==> config.mk <==
export PLATFORM = sky130hd
export DESIGN_NAME = sysrefPhaseAlign
export DESIGN_NICKNAME = d
export VERILOG_FILES = /design/src/rtl/sysrefAlignPkg.sv /design/src/rtl/sysrefPhaseDatapath.sv /design/src/rtl/sysrefAlignControl.sv /design/src/rtl/sysrefPhaseAlign.sv
export SDC_FILE = /design/constraint.sdc
export NUM_CORES = 1
export LEC_CHECK = 0
export ABC_AREA = 1
export ABC_CLOCK_PERIOD_IN_PS = 3600
export BUFFER_PORTS_ARGS = -buffer_cell sky130_fd_sc_hd__buf_2
export CAP_MARGIN = 0
export CORE_MARGIN = 2
export CORE_UTILIZATION = 50
export DETAILED_ROUTE_END_ITERATION = 7
export GPL_TIMING_DRIVEN = 1
export HOLD_SLACK_MARGIN = 0.06
export MAX_ROUTING_LAYER = met4
export PLACE_DENSITY = 0.71
export SLEW_MARGIN = 5
export SYNTH_ARGS = -nofsm -noshare
export SYNTH_HDL_FRONTEND = slang
export SYNTH_HIERARCHICAL = 1
export SYNTH_SLANG_ARGS = --single-unit
==> constraint.sdc <==
create_clock -name clk4x -period 3.6 [get_ports clk4x]
set_clock_uncertainty 0.1 [all_clocks]
set_input_delay 0.72 -clock clk4x [delete_from_list [all_inputs] [get_ports clk4x]]
set_output_delay 0.72 -clock clk4x [all_outputs]
set_load 0.01 [all_outputs]
==> src/rtl/sysrefAlignPkg.sv <==
`timescale 1ns/1ps
package sysrefAlignPkg;
  // quarters per device-clock period and synchronizer length
  localparam int unsigned QUARTERS   = 4;
  localparam int unsigned SYNC_DEPTH = 2;

  // datapath -> control: what was seen this cycle
  typedef struct packed {
    logic       edgeSeen;
    logic [1:0] phaseNow;
  } dpStatus_t;

  // control -> datapath: strobes
  typedef struct packed {
    logic realign;   // restart counters at the coming device edge
  } ctlStrobe_t;
endpackage

==> src/rtl/sysrefPhaseDatapath.sv <==
`timescale 1ns/1ps
module sysrefPhaseDatapath
  import sysrefAlignPkg::*;
#(
  parameter int unsigned CNT_W = 8
) (
  input  logic             clk4x,
  input  logic             rstN,
  input  logic             sysref,
  input  logic [CNT_W-1:0] frameLen,
  input  logic [CNT_W-1:0] lmfcLen,
  input  ctlStrobe_t       ctl,
  output dpStatus_t        stat,
  output logic [1:0]       devPhase,
  output logic             alignPulse,
  output logic [CNT_W-1:0] frameCnt,
  output logic [CNT_W-1:0] lmfcCnt
);
  localparam logic [1:0] LAST_Q = 2'(QUARTERS - 1);

  logic [SYNC_DEPTH-1:0] syncQ;
  logic                  prevQ;
  logic [1:0]            qPhase;
  logic                  devEdgeNext;
  logic [CNT_W:0]        frameNext;
  logic [CNT_W:0]        lmfcNext;
  logic                  frameWrap;
  logic                  lmfcWrap;

  // two-flop synchronizer followed by an edge detector
  always_ff @(posedge clk4x) begin
    if (!rstN) begin
      syncQ <= '0;
      prevQ <= 1'b0;
    end else begin
      syncQ <= {syncQ[SYNC_DEPTH-2:0], sysref};
      prevQ <= syncQ[SYNC_DEPTH-1];
    end
  end

  // quarter-phase counter, 0 right after a device-clock rising edge
  always_ff @(posedge clk4x) begin
    if (!rstN) qPhase <= '0;
    else       qPhase <= qPhase + 2'd1;
  end

  assign devEdgeNext   = (qPhase == LAST_Q);
  assign stat.edgeSeen = syncQ[SYNC_DEPTH-1] & ~prevQ;
  assign stat.phaseNow = qPhase;

  assign frameNext = {1'b0, frameCnt} + 1'b1;
  assign lmfcNext  = {1'b0, lmfcCnt} + 1'b1;
  assign frameWrap = (frameNext >= {1'b0, frameLen});
  assign lmfcWrap  = (lmfcNext >= {1'b0, lmfcLen});

  always_ff @(posedge clk4x) begin
    if (!rstN) begin
      frameCnt   <= '0;
      lmfcCnt    <= '0;
      alignPulse <= 1'b0;
    end else begin
      alignPulse <= ctl.realign & devEdgeNext;
      if (devEdgeNext) begin
        if (ctl.realign) begin
          frameCnt <= '0;
          lmfcCnt  <= '0;
        end else if (frameWrap) begin
          frameCnt <= '0;
          lmfcCnt  <= lmfcWrap ? '0 : lmfcNext[CNT_W-1:0];
        end else begin
          frameCnt <= frameNext[CNT_W-1:0];
        end
      end
    end
  end

  assign devPhase = qPhase;
endmodule

==> src/rtl/sysrefAlignControl.sv <==
`timescale 1ns/1ps
module sysrefAlignControl
  import sysrefAlignPkg::*;
(
  input  logic       clk4x,
  input  logic       rstN,
  input  logic       sysrefEnable,
  input  logic [1:0] windowSel,
  input  logic [1:0] alignOffset,
  input  dpStatus_t  stat,
  output ctlStrobe_t ctl
);
  logic [1:0] edgeQuarter;
  logic [2:0] baseEdges;
  logic       plusOne;
  logic       minusOne;
  logic [2:0] edgesAhead;
  logic [4:0] waitCycles;
  logic       take;
  logic       pending;
  logic [3:0] remain;

  // quarter in which the raw edge happened, undoing synchronizer delay
  assign edgeQuarter = 2'(stat.phaseNow - 2'(SYNC_DEPTH));

  // device edges past the edge's own cycle, before offset and latency
  always_comb begin
    unique case (windowSel)
      2'b00:   baseEdges = (edgeQuarter == 2'd3) ? 3'd2 : 3'd1;
      2'b01:   baseEdges = 3'd1;
      2'b10:   baseEdges = (edgeQuarter == 2'd0) ? 3'd1 : 3'd2;
      default: baseEdges = (edgeQuarter <= 2'd1) ? 3'd1 : 3'd2;
    endcase
  end

  assign plusOne    = (alignOffset == 2'b01);
  assign minusOne   = (alignOffset == 2'b11) && windowSel[1];
  assign edgesAhead = baseEdges + {2'b00, plusOne} - {2'b00, minusOne};

  // sampling cycles from now until the chosen q1 cycle (one cycle of latency added)
  assign waitCycles = {edgesAhead + 3'd1, 2'b00} - {3'b000, edgeQuarter}
                    - 5'(SYNC_DEPTH);

  assign take = stat.edgeSeen & sysrefEnable;

  always_ff @(posedge clk4x) begin
    if (!rstN) begin
      pending <= 1'b0;
      remain  <= '0;
    end else if (take) begin
      pending <= (waitCycles != 5'd1);
      remain  <= 4'(waitCycles - 5'd2);
    end else if (pending) begin
      if (remain == '0) pending <= 1'b0;
      else              remain  <= remain - 4'd1;
    end
  end

  // a fresh edge overrides whatever was waiting
  assign ctl.realign = take ? (waitCycles == 5'd1) : (pending && remain == '0);
endmodule

==> src/rtl/sysrefPhaseAlign.sv <==
`timescale 1ns/1ps
module sysrefPhaseAlign
  import sysrefAlignPkg::*;
#(
  parameter int unsigned CNT_W = 8
) (
  input  logic             clk4x,
  input  logic             rstN,
  input  logic             sysref,
  input  logic             sysrefEnable,
  input  logic [1:0]       windowSel,
  input  logic [1:0]       alignOffset,
  input  logic [CNT_W-1:0] frameLen,
  input  logic [CNT_W-1:0] lmfcLen,
  output logic [1:0]       devPhase,
  output logic             alignPulse,
  output logic [CNT_W-1:0] frameCnt,
  output logic [CNT_W-1:0] lmfcCnt
);
  dpStatus_t  stat;
  ctlStrobe_t ctl;

  sysrefPhaseDatapath #(.CNT_W(CNT_W)) dp (
    .clk4x(clk4x), .rstN(rstN), .sysref(sysref),
    .frameLen(frameLen), .lmfcLen(lmfcLen), .ctl(ctl), .stat(stat),
    .devPhase(devPhase), .alignPulse(alignPulse),
    .frameCnt(frameCnt), .lmfcCnt(lmfcCnt)
  );

  sysrefAlignControl ctrl (
    .clk4x(clk4x), .rstN(rstN), .sysrefEnable(sysrefEnable),
    .windowSel(windowSel), .alignOffset(alignOffset),
    .stat(stat), .ctl(ctl)
  );
endmodule

**Word-level counts from Yosys, hierarchy flattened**

Cells that the tools add are included.
W data, S select, Z words.

- Output and inout port bits: 19
- Word-level logic and storage cells: 60
- Input bits: 24
- Flip-flop bits (word level): 27

- $add $sub $neg: 11
- Bitwise gates (word level): 4
- Reduce and logical (&&, ||, !) cells: 9
- Mux-type cells: 16
- Magnitude comparators: 3
- Equal/unequal tests: 9

Operators by type and width:

| operator | count |
|---|---|
| $mux W8 | 5 |
| $add A8 B1 Y9 const B | 2 |
| $ge A9 B8 Y1 | 2 |
| $mux W4 | 3 |
| $pmux W3 S3 | 1 |
| $eq A2 B2 Y1 const B | 4 |
| $mux W2 | 3 |
| $eq A5 B1 Y1 const B | 1 |
| $ne A5 B1 Y1 const B | 1 |
| $sub A5 B2 Y5 | 1 |
| $sub A5 B2 Y5 const B | 1 |
| $eq A2 B1 Y1 const B | 2 |
| $logic_not A2 Y1 | 2 |
| $logic_not A4 Y1 | 1 |
| $mux W1 | 4 |
| $reduce_and A2 Y1 | 2 |
| $reduce_bool A2 Y1 | 2 |
| $sub A4 B1 Y4 const B | 1 |
| $sub A4 B2 Y4 const B | 1 |
| $add A3 B1 Y3 | 1 |
| $add A3 B1 Y3 const B | 1 |
| $and A1 B1 Y1 | 3 |
| $sub A3 B1 Y3 | 1 |
| $add A2 B1 Y2 const B | 1 |
| other kinds (5) | 6 |

**Depth between registers and ports, before layout**

- Depth in word-level cells: 13
- Mapped depth: 19
- Gate-level depth less buffers: 18

**Modules after synthesis**

Netlist, hierarchy kept.

By module, submodules not included:

| module | cells each | sequential area each (µm²) | area an instance (µm²) | times used |
|---|---|---|---|---|
| sysrefPhaseDatapath | 243 | 440.4 | 1616.6 | 1 |
| sysrefAlignControl | 80 | 100.1 | 554.3 | 1 |

**Least setup slack after synthesis**

OpenSTA, ideal clock, no wires.

- Path kind: register to register
- From: register dp.qPhase[1], in the netlist dp/devPhase[1]
- To: register dp.lmfcCnt[7]
- Arrival time: 3.180 ns
- Path slack: 0.207 ns
- Clock period less this slack: 3.393 ns
- Required time: 3.387 ns
- Cell stages (with the launch flop): 17
- Path through: dfxtp_1 > buf_4 > inv_1 > ha_1 > nor2_1 > a211oi_1 > a31oi_1 > fa_1 > fa_1 > nor3_1 > nand3_1 > o22ai_1 > clkinv_1 > nand3_1 > nor2_1 > nor2_1 > nor2_1

- Word-level cells in the longest chain between the ends: 13
- Elaborated cells on any way between the ends: 19
- Classes of those cells: add/sub (6); order compare (1); eq/ne (3); mux (6); reduce/logical (3)

RTL lines:

| item | line | source |
|---|---|---|
| from (decl) | sysrefPhaseDatapath.sv:23 | `logic [1:0] qPhase;` |
| from (signal assigned) | sysrefPhaseDatapath.sv:44 | `else qPhase <= qPhase + 2'd1;` |
| $sub A2 B2 Y2 * | sysrefAlignControl.sv:24 | `assign edgeQuarter = 2'(stat.phaseNow - 2'(SYNC_DEPTH));` |
| $le A2 B1 Y1 (tied with other cells) | sysrefAlignControl.sv:32 | `default: baseEdges = (edgeQuarter <= 2'd1) ? 3'd1 : 3'd2;` |
| $mux W2 (on tied branches) | sysrefAlignControl.sv:32, sysrefAlignControl.sv:29, sysrefAlignControl.sv:31 |  |
| $pmux W3 S3 | sysrefAlignControl.sv:28 | `unique case (windowSel)` |
| $add A3 B1 Y3 | sysrefAlignControl.sv:38 | `assign edgesAhead = baseEdges + {2'b00, plusOne} - {2'b00, minusOne};` |
| $sub A3 B1 Y3 | sysrefAlignControl.sv:38 |  |
| $add A3 B1 Y3 | sysrefAlignControl.sv:41 | `assign waitCycles = {edgesAhead + 3'd1, 2'b00} - {3'b000, edgeQuarter}` |
| $sub A5 B2 Y5 * | sysrefAlignControl.sv:41 |  |
| $sub A5 B2 Y5 * | sysrefAlignControl.sv:42 | `- 5'(SYNC_DEPTH);` |
| $eq A5 B1 Y1 * | sysrefAlignControl.sv:60 | `assign ctl.realign = take ? (waitCycles == 5'd1) : (pending && remain == '0);` |
| $mux W1 * | sysrefAlignControl.sv:60 |  |
| via ctl | sysrefPhaseAlign.sv:21 | `ctlStrobe_t ctl;` |
| $reduce_bool A2 Y1 (no source line) | - |  |
| $reduce_and A2 Y1 (no source line) | - |  |
| to (signal assigned) | sysrefPhaseDatapath.sv:69 | `lmfcCnt <= lmfcWrap ? '0 : lmfcNext[CNT_W-1:0];` |
| to (decl) | sysrefPhaseDatapath.sv:17 | `output logic [CNT_W-1:0] lmfcCnt` |

Mark *: on every way through the listed nets, which the timed path passes. The rest lies on a longest branch.
A chain may end at the register's enable or synchronous reset.

**Worst setup path after layout**

- From: register dp.qPhase[0], in the netlist dp/devPhase[0]
- To: register dp.lmfcCnt[3]

The elaborated chain is that of the path after synthesis.

==> flow_summary_export.csv <==
group,metric,value,unit
clocking,postCtsHoldBufs,0,
clocking,clkLatencyLatePin,0.27,ns
routing,vias_per_cell,4.748,
pwr,power.total,0.6092,mW
synth,syn_nets,376,
worst_setup_path,end_kind,"flip-flop",
clocking,cts_tree,"done",
layout,num-nets-final,421,
floorplanning,die_y,69.89,um
layout,layout_common_cells,"79 x nand2_1, 65 x inv_1, 42 x buf_2",
synth,ys.warnings.count,6,
global_route,grt_overflow,0,
clocking,clk_pin_slew_worst_paths,0.09,ns
routing,first_pass_iters,4,
floorplanning,die_x,69.89,um
worst_setup_path,ff2ff_path_depth,16,
sta,worstMarginPinSlew,0.4534,ns
hold_path,hold_class,"reg2reg",
synth,synthTopCellsByArea,"dfxtp_1 25%, ha_1 16%, nand2_1 14%, inv_1 11%, nor2_1 6.7%",
worst_setup_path,path_class,"reg2reg",
synth,netlist_area,0.002171,sq mm
worst_setup_path,cp.arrival,3.41,ns
synth,synth-seq-cells,27,
clocking,clock_sinks,27,
floorplanning,initial_core_util,53.12,%
routing,drt_iter0_markers,100,
placement,gp_congestion,0.7813,
status,status,"complete, no violations",
placement,io_buffers,42,
global_route,antenna_found_initial,0,
worst_setup_path,critPathRequiredTime,3.68,ns
clocking,root_buffer,"clkbuf_8",
layout,syn_to_final_growth,13.78,%
sta,maxSlewHeadroom,69.77,%
floorplanning,num_rows,23,
floorplanning,ios,43,
synth,yosys.area.top_type_share,24.90,%
synth,yosysSeqAreaShare,24.90,%
run,maxCapViolations,0,
clocking,numCtsBuffers,3,
synth,synth.largest_area_cell,"dfxtp_1",
global_route,grt_pass1_vias,1825,
routing,route.detailed.drc,0,
layout,layout-drive-gt1-share,17.98,%
pwr,total_leakage_power,1.487,nW
layout,register_area,541.8,sq um
global_route,grt_pass1_wl,7465,um
clocking,clock_path_buffers,2,
sta,tns,0,ns
pwr,power.density,246.7,mW/mm^2
clocking,htreeDepth,1,
sta,timing.fmax,0.2999,GHz
routing,ant_nets,0,
layout,diodes,0,
synth,yosysUniqueCellTypes,29,
layout,n_fill_cell,408,
clocking,post_cts_buffers,0,
floorplanning,die_area,0.004885,sq mm
sta,hold_viol_final,0,
worst_setup_path,start_kind,"flip-flop",
sta,rsz0062_at_grt,"no",
routing,vias,1980,
pwr,vdd_drop_max,0.1824,mV
layout,final_common_cell,"nand2_1",
placement,post-dp-hpwl,3281,um
hold_path,hold_depth,2,
worst_setup_path,path_max_fanout,17,
synth,syn_inst,323,
sta,period_share,92.62,%
global_route,grt_max_degree,20,
synth,syn_avg_cell_area,6.721,sq um
routing,routed_wl,4155,um
sta,setup_violations,0,
layout,multi_input_area,0.001330,sq mm
routing,wl_per_cell,9.964,um
sta,fin_crit,3.334,ns
sta,maxSlewViolCount,0,
global_route,grt_util_all_layers,18.36,%
floorplanning,core-area,0.004086,sq mm
## final timing paths
kind | to | slack, ns | from
setup / recovery | dp/lmfcCnt[3]$_SDFFE_PN0P_ | 0.27 | dp/devPhase[0]$_SDFF_PN0_
hold / removal | dp/syncQ[1]$_SDFF_PN0_ | 0.33 | dp/syncQ[0]$_SDFF_PN0_
setup reg to reg | dp/lmfcCnt[3]$_SDFFE_PN0P_ | 0.27 | dp/devPhase[0]$_SDFF_PN0_
hold reg to reg | dp/syncQ[1]$_SDFF_PN0_ | 0.33 | dp/syncQ[0]$_SDFF_PN0_
## flip-flops by register name (all words and copies together), names as in the netlist
register       flops
ctrl/pending       1
ctrl/remain        4
dp/alignPulse      1
dp/devPhase        2
dp/frameCnt        8
dp/lmfcCnt         8
dp/prevQ           1
dp/syncQ           2
## kinds of logic (layout without fill, tap and decap cells)
| kind of cell | count (synthesis) | after routing | synth area share (%) |
|---|---|---|---|
| AO/OA/AOI/OAI | 30 | 30 | 7.493 |
| XOR/XNOR | 9 | 9 | 3.631 |
| adder cells (fa/ha/maj) | 29 | 29 | 17.41 |
| buffers and inverters | 73 | 117 | 14.12 |
| flip-flops | 27 | 27 | 24.90 |
| AND/OR/NAND/NOR | 155 | 155 | 32.45 |
## Yosys cell counts, drive strengths merged
| library cell | number |
|---|---|
| nand2 | 86 |
| inv | 66 |
| nor2 | 39 |
| dfxtp | 27 |
| ha | 27 |
| nand3 | 17 |
| a21oi | 16 |
| o21ai | 9 |
| nand4 | 7 |
| xor2 | 7 |
| buf | 5 |
| nor3 | 5 |
| a31oi | 2 |
| clkinv | 2 |
| fa | 2 |
| xnor2 | 2 |
| a211oi | 1 |
| nand3b | 1 |
| o21bai | 1 |
| o22ai | 1 |
## critical path, stage by stage, from the launching register on
cell	delay, ns
dfxtp_2	0.41
inv_1	0.08
ha_1	0.20
a211oi_1	0.23
a31oi_1	0.10
fa_1	0.53
fa_1	0.55
nor3_1	0.06
nand3_1	0.10
o22ai_2	0.10
buf_4	0.16
nor3_4	0.20
nand2_4	0.07
nand2_4	0.16
nand2_1	0.07
nand2_1	0.07
nor2_1	0.04
## cell type report
class	instances	share of cell area, %
tap	50	2.533
multi-input combinational	223	53.85
inverter	68	10.44
sequential	27	21.94
clock buffer	4	1.824
timing repair buffer	45	9.422
## routing by layer
layer  vias to the layer above  share of wire (%)  GRT usage (%)
met5                         -                  0              -
met2                        35                 45          30.37
met4                         0               0.89          3.846
met1                       851                 51          23.67
li1                       1089                  -              -
met3                         5                3.8          3.175
## where the power goes
group / total, mW / internal [mW] / switching, mW / leakage, nW
clock network: 0.173 / 0.0794 / 0.0936 / 0.0228
registers: 0.308 / 0.303 / 0.00496 / 0.219
logic: 0.128 / 0.0543 / 0.0737 / 1.25
## stage by stage
stage	std cells	worst slack [ns]	hold slack, ns	cell area (sq um)	utilization, %
after detailed placement	413	0.01609	0.3113	2417	59.15
final	417	0.2656	0.3252	2470	60.44
after CTS	417	0.1052	0.3318	2462	60.26
after global routing	417	0.001933	0.3560	2470	60.44
after global placement	413	0.09595	0.3108	2417	59.15
after floorplan	323	0.2073	0.2905	2171	-
## timing repair
item                                    in CTS  in global routing
endpoints found under the setup margin       0                 16
gates resized for setup                      0                  3
endpoints found under the hold margin        0                  0
Note: power is estimated with default switching activity, not from simulation.
